**src/rtl/fdata_wdog_pkg.sv**
```systemverilog
package fdata_wdog_pkg;

   typedef enum logic {
      WD_IDLE  = 1'b0,
      WD_ARMED = 1'b1
   } wd_state_e;

   // Width needed to hold the largest limit (all-ones code times step).
   function automatic int lim_width(input int code_w, input int step_cyc);
      longint max_lim;
      int     w;
      max_lim = ((longint'(1) << code_w) - 1) * longint'(step_cyc);
      w = 1;
      while ((longint'(1) << w) <= max_lim) w++;
      return w;
   endfunction

   function automatic bit is_pow2(input int v);
      return (v > 0) && ((v & (v - 1)) == 0);
   endfunction

   function automatic int log2_floor(input int v);
      int r;
      r = 0;
      while ((v >> (r + 1)) > 0) r++;
      return r;
   endfunction

endpackage

```
**src/rtl/fdata_wdog_limit_dec.sv**
```systemverilog
module fdata_wdog_limit_dec
   import fdata_wdog_pkg::*;
#(
   parameter int CODE_W   = 3,
   parameter int STEP_CYC = 32,
   parameter int LIM_W    = 8
) (
   input  logic [CODE_W-1:0] code_i,
   output logic              enable_o,
   output logic [LIM_W-1:0]  term_o
);

   localparam bit STEP_P2   = is_pow2(STEP_CYC);
   localparam int STEP_LOG2 = log2_floor(STEP_CYC);

   logic [LIM_W-1:0] code_ext;
   logic [LIM_W-1:0] limit;

   assign code_ext = LIM_W'(code_i);
   assign enable_o = |code_i;

   generate
      if (STEP_P2) begin : g_shift
         assign limit = code_ext << STEP_LOG2;
      end else begin : g_mult
         assign limit = code_ext * LIM_W'(STEP_CYC);
      end
   endgenerate

   // Terminal count is one below the limit; unused when disabled.
   assign term_o = limit - LIM_W'(1);

endmodule

```
**src/rtl/fdata_wdog_ctr.sv**
```systemverilog
module fdata_wdog_ctr #(
   parameter int LIM_W = 8
) (
   input  logic             clk_i,
   input  logic             rst_i,
   input  logic             clr_i,
   input  logic             en_i,
   input  logic [LIM_W-1:0] term_i,
   output logic             hit_o
);

   logic [LIM_W-1:0] cnt_q;

   always_ff @(posedge clk_i) begin
      if (rst_i || clr_i) begin
         cnt_q <= '0;
      end else if (en_i) begin
         cnt_q <= cnt_q + LIM_W'(1);
      end
   end

   assign hit_o = en_i && (cnt_q == term_i);

endmodule

```
**src/rtl/fdata_wdog_ctrl.sv**
```systemverilog
module fdata_wdog_ctrl
   import fdata_wdog_pkg::*;
#(
   parameter int LIM_W = 8
) (
   input  logic             clk_i,
   input  logic             rst_i,
   input  logic             start_i,
   input  logic             stop_i,
   input  logic             arm_en_i,
   input  logic [LIM_W-1:0] term_in_i,
   input  logic             hit_i,
   output logic             armed_o,
   output logic [LIM_W-1:0] term_o,
   output logic             disc_o
);

   wd_state_e        state_q, state_d;
   logic [LIM_W-1:0] term_q;
   logic             disc_q, disc_d;

   always_comb begin
      state_d = state_q;
      disc_d  = 1'b0;
      if (start_i) begin
         state_d = arm_en_i ? WD_ARMED : WD_IDLE;
      end else if (state_q == WD_ARMED) begin
         if (stop_i) begin
            state_d = WD_IDLE;
         end else if (hit_i) begin
            state_d = WD_IDLE;
            disc_d  = 1'b1;
         end
      end
   end

   always_ff @(posedge clk_i) begin
      if (rst_i) begin
         state_q <= WD_IDLE;
         disc_q  <= 1'b0;
         term_q  <= '0;
      end else begin
         state_q <= state_d;
         disc_q  <= disc_d;
         if (start_i) term_q <= term_in_i;
      end
   end

   assign armed_o = (state_q == WD_ARMED);
   assign term_o  = term_q;
   assign disc_o  = disc_q;

endmodule

```
**src/rtl/fdata_wdog.sv**
```systemverilog
module fdata_wdog
   import fdata_wdog_pkg::*;
#(
   parameter int CODE_W   = 3,
   parameter int STEP_CYC = 32
) (
   input  logic              clk_i,
   input  logic              rst_i,
   input  logic              txn_start_i,
   input  logic              first_done_i,
   input  logic              txn_end_i,
   input  logic [CODE_W-1:0] tmo_code_i,
   output logic              disc_o,
   output logic              busy_o
);

   localparam int LIM_W = lim_width(CODE_W, STEP_CYC);

   generate
      if (CODE_W < 1 || CODE_W > 8) begin : g_bad_code_w
         $error("fdata_wdog: CODE_W must lie in 1..8");
      end
      if (STEP_CYC < 1) begin : g_bad_step
         $error("fdata_wdog: STEP_CYC must be positive");
      end
      if (LIM_W > 32) begin : g_bad_lim
         $error("fdata_wdog: limit width exceeds 32 bits");
      end
   endgenerate

   logic             arm_en;
   logic [LIM_W-1:0] term_dec;
   logic [LIM_W-1:0] term_run;
   logic             armed;
   logic             hit;
   logic             stop;

   assign stop = first_done_i | txn_end_i;

   fdata_wdog_limit_dec #(
      .CODE_W   (CODE_W),
      .STEP_CYC (STEP_CYC),
      .LIM_W    (LIM_W)
   ) u_dec (
      .code_i   (tmo_code_i),
      .enable_o (arm_en),
      .term_o   (term_dec)
   );

   fdata_wdog_ctr #(
      .LIM_W (LIM_W)
   ) u_ctr (
      .clk_i  (clk_i),
      .rst_i  (rst_i),
      .clr_i  (txn_start_i),
      .en_i   (armed),
      .term_i (term_run),
      .hit_o  (hit)
   );

   fdata_wdog_ctrl #(
      .LIM_W (LIM_W)
   ) u_ctrl (
      .clk_i     (clk_i),
      .rst_i     (rst_i),
      .start_i   (txn_start_i),
      .stop_i    (stop),
      .arm_en_i  (arm_en),
      .term_in_i (term_dec),
      .hit_i     (hit),
      .armed_o   (armed),
      .term_o    (term_run),
      .disc_o    (disc_o)
   );

   assign busy_o = armed;

endmodule

```
**config.mk**
```make
export PLATFORM = sky130hd
export DESIGN_NAME = fdata_wdog
export DESIGN_NICKNAME = d
export VERILOG_FILES = /design/src/rtl/fdata_wdog_pkg.sv /design/src/rtl/fdata_wdog_limit_dec.sv /design/src/rtl/fdata_wdog_ctr.sv /design/src/rtl/fdata_wdog_ctrl.sv /design/src/rtl/fdata_wdog.sv
export SDC_FILE = /design/constraint.sdc
export NUM_CORES = 1
export LEC_CHECK = 0
export BUFFER_PORTS_ARGS = -buffer_cell sky130_fd_sc_hd__buf_2
export CORE_MARGIN = 2
export CORE_UTILIZATION = 30
export DETAILED_ROUTE_END_ITERATION = 6
export PLACE_DENSITY_LB_ADDON = 0.1
export SLEW_MARGIN = 20
export SYNTH_ARGS = -nofsm -noshare
export SYNTH_HDL_FRONTEND = slang
export SYNTH_SLANG_ARGS = --single-unit
```
**constraint.sdc**
```tcl
create_clock -name clk_i -period 1.5 [get_ports clk_i]
set_input_delay 0.3 -clock clk_i [delete_from_list [all_inputs] [get_ports clk_i]]
set_output_delay 0.3 -clock clk_i [all_outputs]
set_load 0.01 [all_outputs]
```
## Yosys cells after proc, flatten, opt, wreduce, memory -nomap -nowiden

Cells that the tools add are included.

| storage, ports and cells | value |
|---|---|
| bits in registers | 18 |
| input bits | 8 |
| output and inout port bits | 2 |

| cells by class | value |
|---|---|
| eq/ne operators | 1 |
| $add $sub $neg | 2 |
| bitwise operators | 2 |
| reduce and logical (&&, ||, !) cells | 4 |
| mux-type cells | 6 |

Operator list:

| cell | count |
|---|---|
| $add 8x1->8 const B | 1 |
| $eq 8x8->1 | 1 |
| $sub 8x1->8 const B | 1 |
| $mux 1 | 6 |
| $reduce_or 4->1 | 1 |
| $reduce_or 3->1 | 1 |
| $logic_and 1x1->1 | 1 |
| $logic_or 1x1->1 | 1 |
| $not 1->1 | 1 |
| $or 1x1->1 | 1 |

## Depth between registers and ports, before layout

| logic depth | value |
|---|---|
| word-level depth | 6 |
| gate-level depth with buffers | 6 |
| mapped depth without buffers | 6 |

## By module

From an unflattened synthesis, not the netlist that was laid out.

| unflattened totals | value |
|---|---|
| cells, all modules | 98 |
| area, all modules | 888.4 um2 |

By module, submodules not included:

| module | area an instance (um2) | cells each | instances |
|---|---|---|---|
| fdata_wdog_ctr | 437.9 | 51 | 1 |
| fdata_wdog_ctrl | 351.6 | 33 | 1 |
| fdata_wdog_limit_dec | 92.6 | 13 | 1 |
| fdata_wdog | 6.3 | 1 | 1 |

## Worst setup path after synthesis

Ideal clock, no wire load.

| timing path | value |
|---|---|
| path kind | reg-to-reg |
| start point | reg u_ctr.cnt_q[1] |
| end point | reg u_ctrl.state_q (netlist: u_ctrl.armed_o) |
| arrival time | 1.207 ns |
| cell stages (with the launch flop) | 5 |
| path slack | 0.178 ns |
| setup time | 0.116 ns |
| path through | dfxtp_1 > or4_4 > nor3_2 > o21ai_0 > and3b_1 |

| between the ends | value |
|---|---|
| cells in the longest elaborated chain, start to end | 6 |

RTL lines:

| item | RTL line | text |
|---|---|---|
| start, declared | fdata_wdog_ctr.sv:12 | `logic [LIM_W-1:0] cnt_q;` |
| start signal, assigned | fdata_wdog_ctr.sv:18 | `cnt_q <= cnt_q + LIM_W'(1);` |
| $eq 8x8->1 | fdata_wdog_ctr.sv:22 | `assign hit_o = en_i && (cnt_q == term_i);` |
| $logic_and 1x1->1 | fdata_wdog_ctr.sv:22 |  |
| $mux 1 | fdata_wdog_ctrl.sv:30 | `end else if (hit_i) begin` |
| $mux 1 | fdata_wdog_ctrl.sv:28 | `if (stop_i) begin` |
| $mux 1 | fdata_wdog_ctrl.sv:27 | `end else if (state_q == WD_ARMED) begin` |
| $mux 1 | fdata_wdog_ctrl.sv:25 | `if (start_i) begin` |
| end signal, assigned | fdata_wdog_ctrl.sv:43 | `state_q <= state_d;` |
| end, declared | fdata_wdog_ctrl.sv:18 | `wd_state_e state_q, state_d;` |

Every way passes these cells.
A chain may end at the register's enable or synchronous reset.

## Worst setup path in the final report

Ends and elaborated chain as after synthesis.

==> impl_metrics.py <==
metrics = {
    "timing": {
        "relSlewSlack": 0.758,
        "fmax_mhz": 729,
        "finalSetupViolCount": 0,
        "rsz0062_at_grt": "false",
        "worstMarginPinSlew_ns": 0.353,
        "finClkSkew_ns": 0.00361,
        "hold_viol": 0,
        "timing.final.max_slew_violations": 0,
        "fin_setup_tns_ns": 0,
        "period_needed_ns": 1.37,
        "min_period_over_period": 0.914,
    },
    "grt": {
        "grt_pass1_vias": 529,
        "grt_max_degree": 12,
        "grt_util_all_layers": 0.113,
        "overflow": 0,
        "antenna_found_initial": 0,
        "grt_pass1_wl_um": 2170,
    },
    "setup_path": {
        "crit_family": "simple AND/OR/NAND/NOR gates",
        "worstPathRequired_ns": 1.67,
        "critPathMaxStageDelay_ns": 0.53,
        "arrival_ns": 1.54,
        "critPathBufInv": 0,
        "critPathSlowestCell": "or4_4",
        "startpoint_type": "flop",
        "cp_max_fo": 5,
        "reg2reg_slack_ns": 0.13,
        "worst_setup_path_end_kind": "flop",
        "cp_cell_sequence": "or4_4 > nor3_2 > o21ai_0 > and3b_1",
        "path_class": "flop to flop",
    },
    "power_and_ir_drop": {
        "leakage_nw": 0.309,
        "power_mw": 0.659,
        "power.density_nw_per_um2": 864,
        "ir_worst_vdd_mv": 0.390,
    },
    "yosys": {
        "synthCells": 75,
        "postSynthAreaPerCell_um2": 8.78,
        "synth_cell_type_count": 23,
        "synthTopCellsByArea": "dfxtp_1 (43%), xor2_1 (8.0%), nor2_1 (7.4%)",
        "ys_seq_elements": 14,
        "synth-edff-count": 0,
        "synth_common_cells": "dfxtp_1 (14), nor2_1 (13), nand2_1 (6), xor2_1 (6), o21ai_0 (4)",
        "syn_nets": 86,
        "synth_most_common_cell": "dfxtp_1",
        "ys_seq_area_frac": 0.426,
        "yosysTopAreaCell": "dfxtp_1",
        "yosys_most_used_dff": "dfxtp_1",
        "yosys_warnings": 0,
        "syn_area_um2": 658,
        "ys_async_sr_fraction": 0,
        "netlist.area_leader.share": 0.426,
    },
    "cells_and_area": {
        "synthToLayoutAreaGrowth_pct": 16.0,
        "n_antenna_cell": 0,
        "final_nets": 99,
        "finish.utilization": 0.377,
        "drive_gt1_frac": 0.221,
        "stdcell_count": 113,
        "final_area_um2": 763,
    },
    "routing": {
        "routed_wl_um": 1130,
        "first_pass_iters": 2,
        "vias": 517,
        "drt-wirelength-per-cell_um": 10.0,
        "drcViolationCount": 0,
        "via_per_inst": 4.58,
        "antenna_left": 0,
        "drtIter0Drc": 2,
    },
    "clock_tree": {
        "cts_setup_buffers": 0,
        "clock_path_buffers": 2,
        "clock-sinks": 14,
        "clkSlewWorstSetupHoldPaths_ns": 0.08,
        "cts-root-buf": "clkbuf_4",
        "cts_tree": "built",
        "htreeDepth": 1,
        "insertion_delay_ns": 0.27,
        "ctsHoldBuffers": 0,
        "cts_buffers": 3,
    },
    "die": {
        "die-area_um2": 2580,
        "core_region_area_um2": 2020,
        "ioPinCount": 10,
        "start_util": 0.325,
        "die_height_um": 50.8,
        "rows": 16,
        "die_w_um": 50.8,
    },
    "placement": {
        "dp.cells": 110,
        "hpwl_um": 882,
        "gp_congestion": 0.695,
        "dpl-instance-area_um2": 739,
        "port_buffers": 9,
    },
    "worst_hold_path": {
        "hold_path.class": "input pin to flop",
    },
    "status": {
        "status": "complete, no violations",
    },
    "run": {
        "maxCapViolCount": 0,
    },
}
[routing by layer]
metal,GRT usage,part of all wire
met3,0.0526,0.041
met2,0.189,0.47
met4,0.0405,0.011
met1,0.127,0.48
met5,0,0
[cells by family (layout without fill, tap and decap cells)]
family	after synthesis	after routing	share of synthesized area
and+or+nand+nor	32	32	0.251
muxes	1	1	0.0152
adders and majority gates	3	3	0.0570
AOI/OAI and AO/OA	11	11	0.101
xor gates and xnor gates	9	9	0.120
buffers and inverters	5	16	0.0304
DFF	14	14	0.426
[what timing repair did]
| item | 4_1_cts | 5_1_grt |
|---|---|---|
| hold endpoints to repair | 0 | 0 |
| resized for setup | 0 | 1 |
| endpoints found under the setup margin | 0 | 1 |
[report_power, final]
part | switching [mW] | internal, mW
clock | 0.108 | 0.0929
sequential | 0.0105 | 0.383
combinational | 0.0333 | 0.0323
[worst reg2reg max path: stages, from the launching register on]
cell	delay (ns)
dfxtp_2	0.34
or4_4	0.53
nor3_2	0.14
o21ai_0	0.08
and3b_1	0.17
[stage by stage]
step	setup slack (ns)	hold WS, ns
floorplan	0.178	0.372
global placement	0.0436	0.496
detailed placement	0.00902	0.490
CTS	0.0986	0.204
global route	0.0633	0.224
finish	0.129	0.215
[area by class of cell]
| type | instances | area, um^2 |
|---|---|---|
| Tap cell | 27 | 33.8 |
| Fill cell | 224 | 1260 |
| Timing Repair Buffer | 11 | 60.1 |
| Inverter | 2 | 7.51 |
| Clock buffer | 3 | 22.5 |
| Sequential cell | 14 | 282 |
| Multi-Input combinational cell | 56 | 358 |
[sequential cells by signal (all words and copies together) (netlist names)]
register	cells
u_ctr.cnt_q	8
u_ctrl.disc_o	1
u_ctrl.armed_o	1
u_ctrl.term_o	4
[cell usage in the layout (no fill, tap or decap)]
cell       Yosys  final
or4_4          1      1
nand2_1        6      6
a2111oi_0      1      1
or3_1          2      2
or2_2          1      1
a211oi_1       3      3
xnor2_1        3      3
clkbuf_4       0      3
and3b_1        1      1
inv_1          2      2
buf_4          0      2
xor2_1         6      6
o21ai_1        1      1
dfxtp_1       14     13
nor3_2         2      2
dfxtp_2        0      1
o21ai_0        4      4
ha_1           3      3
buf_2          0      9
nor2_1        13     13
mux2i_1        1      1
nand2b_1       1      1
a21oi_1        2      2
nor3_1         2      2
nand4_1        3      3
[final timing paths]
kind | from | endpoint | cells after the start
worst min-delay path | tmo_code_i[0] | u_ctrl.term_o[5] | 2
worst max-delay path | u_ctr.cnt_q[1] | u_ctrl.armed_o | 4
worst min register to register | u_ctrl.term_o[6] | u_ctrl.term_o[6] | 2
worst max register to register | u_ctr.cnt_q[1] | u_ctrl.armed_o | 4
No activity file was read; power rests on OpenSTA's default activity.
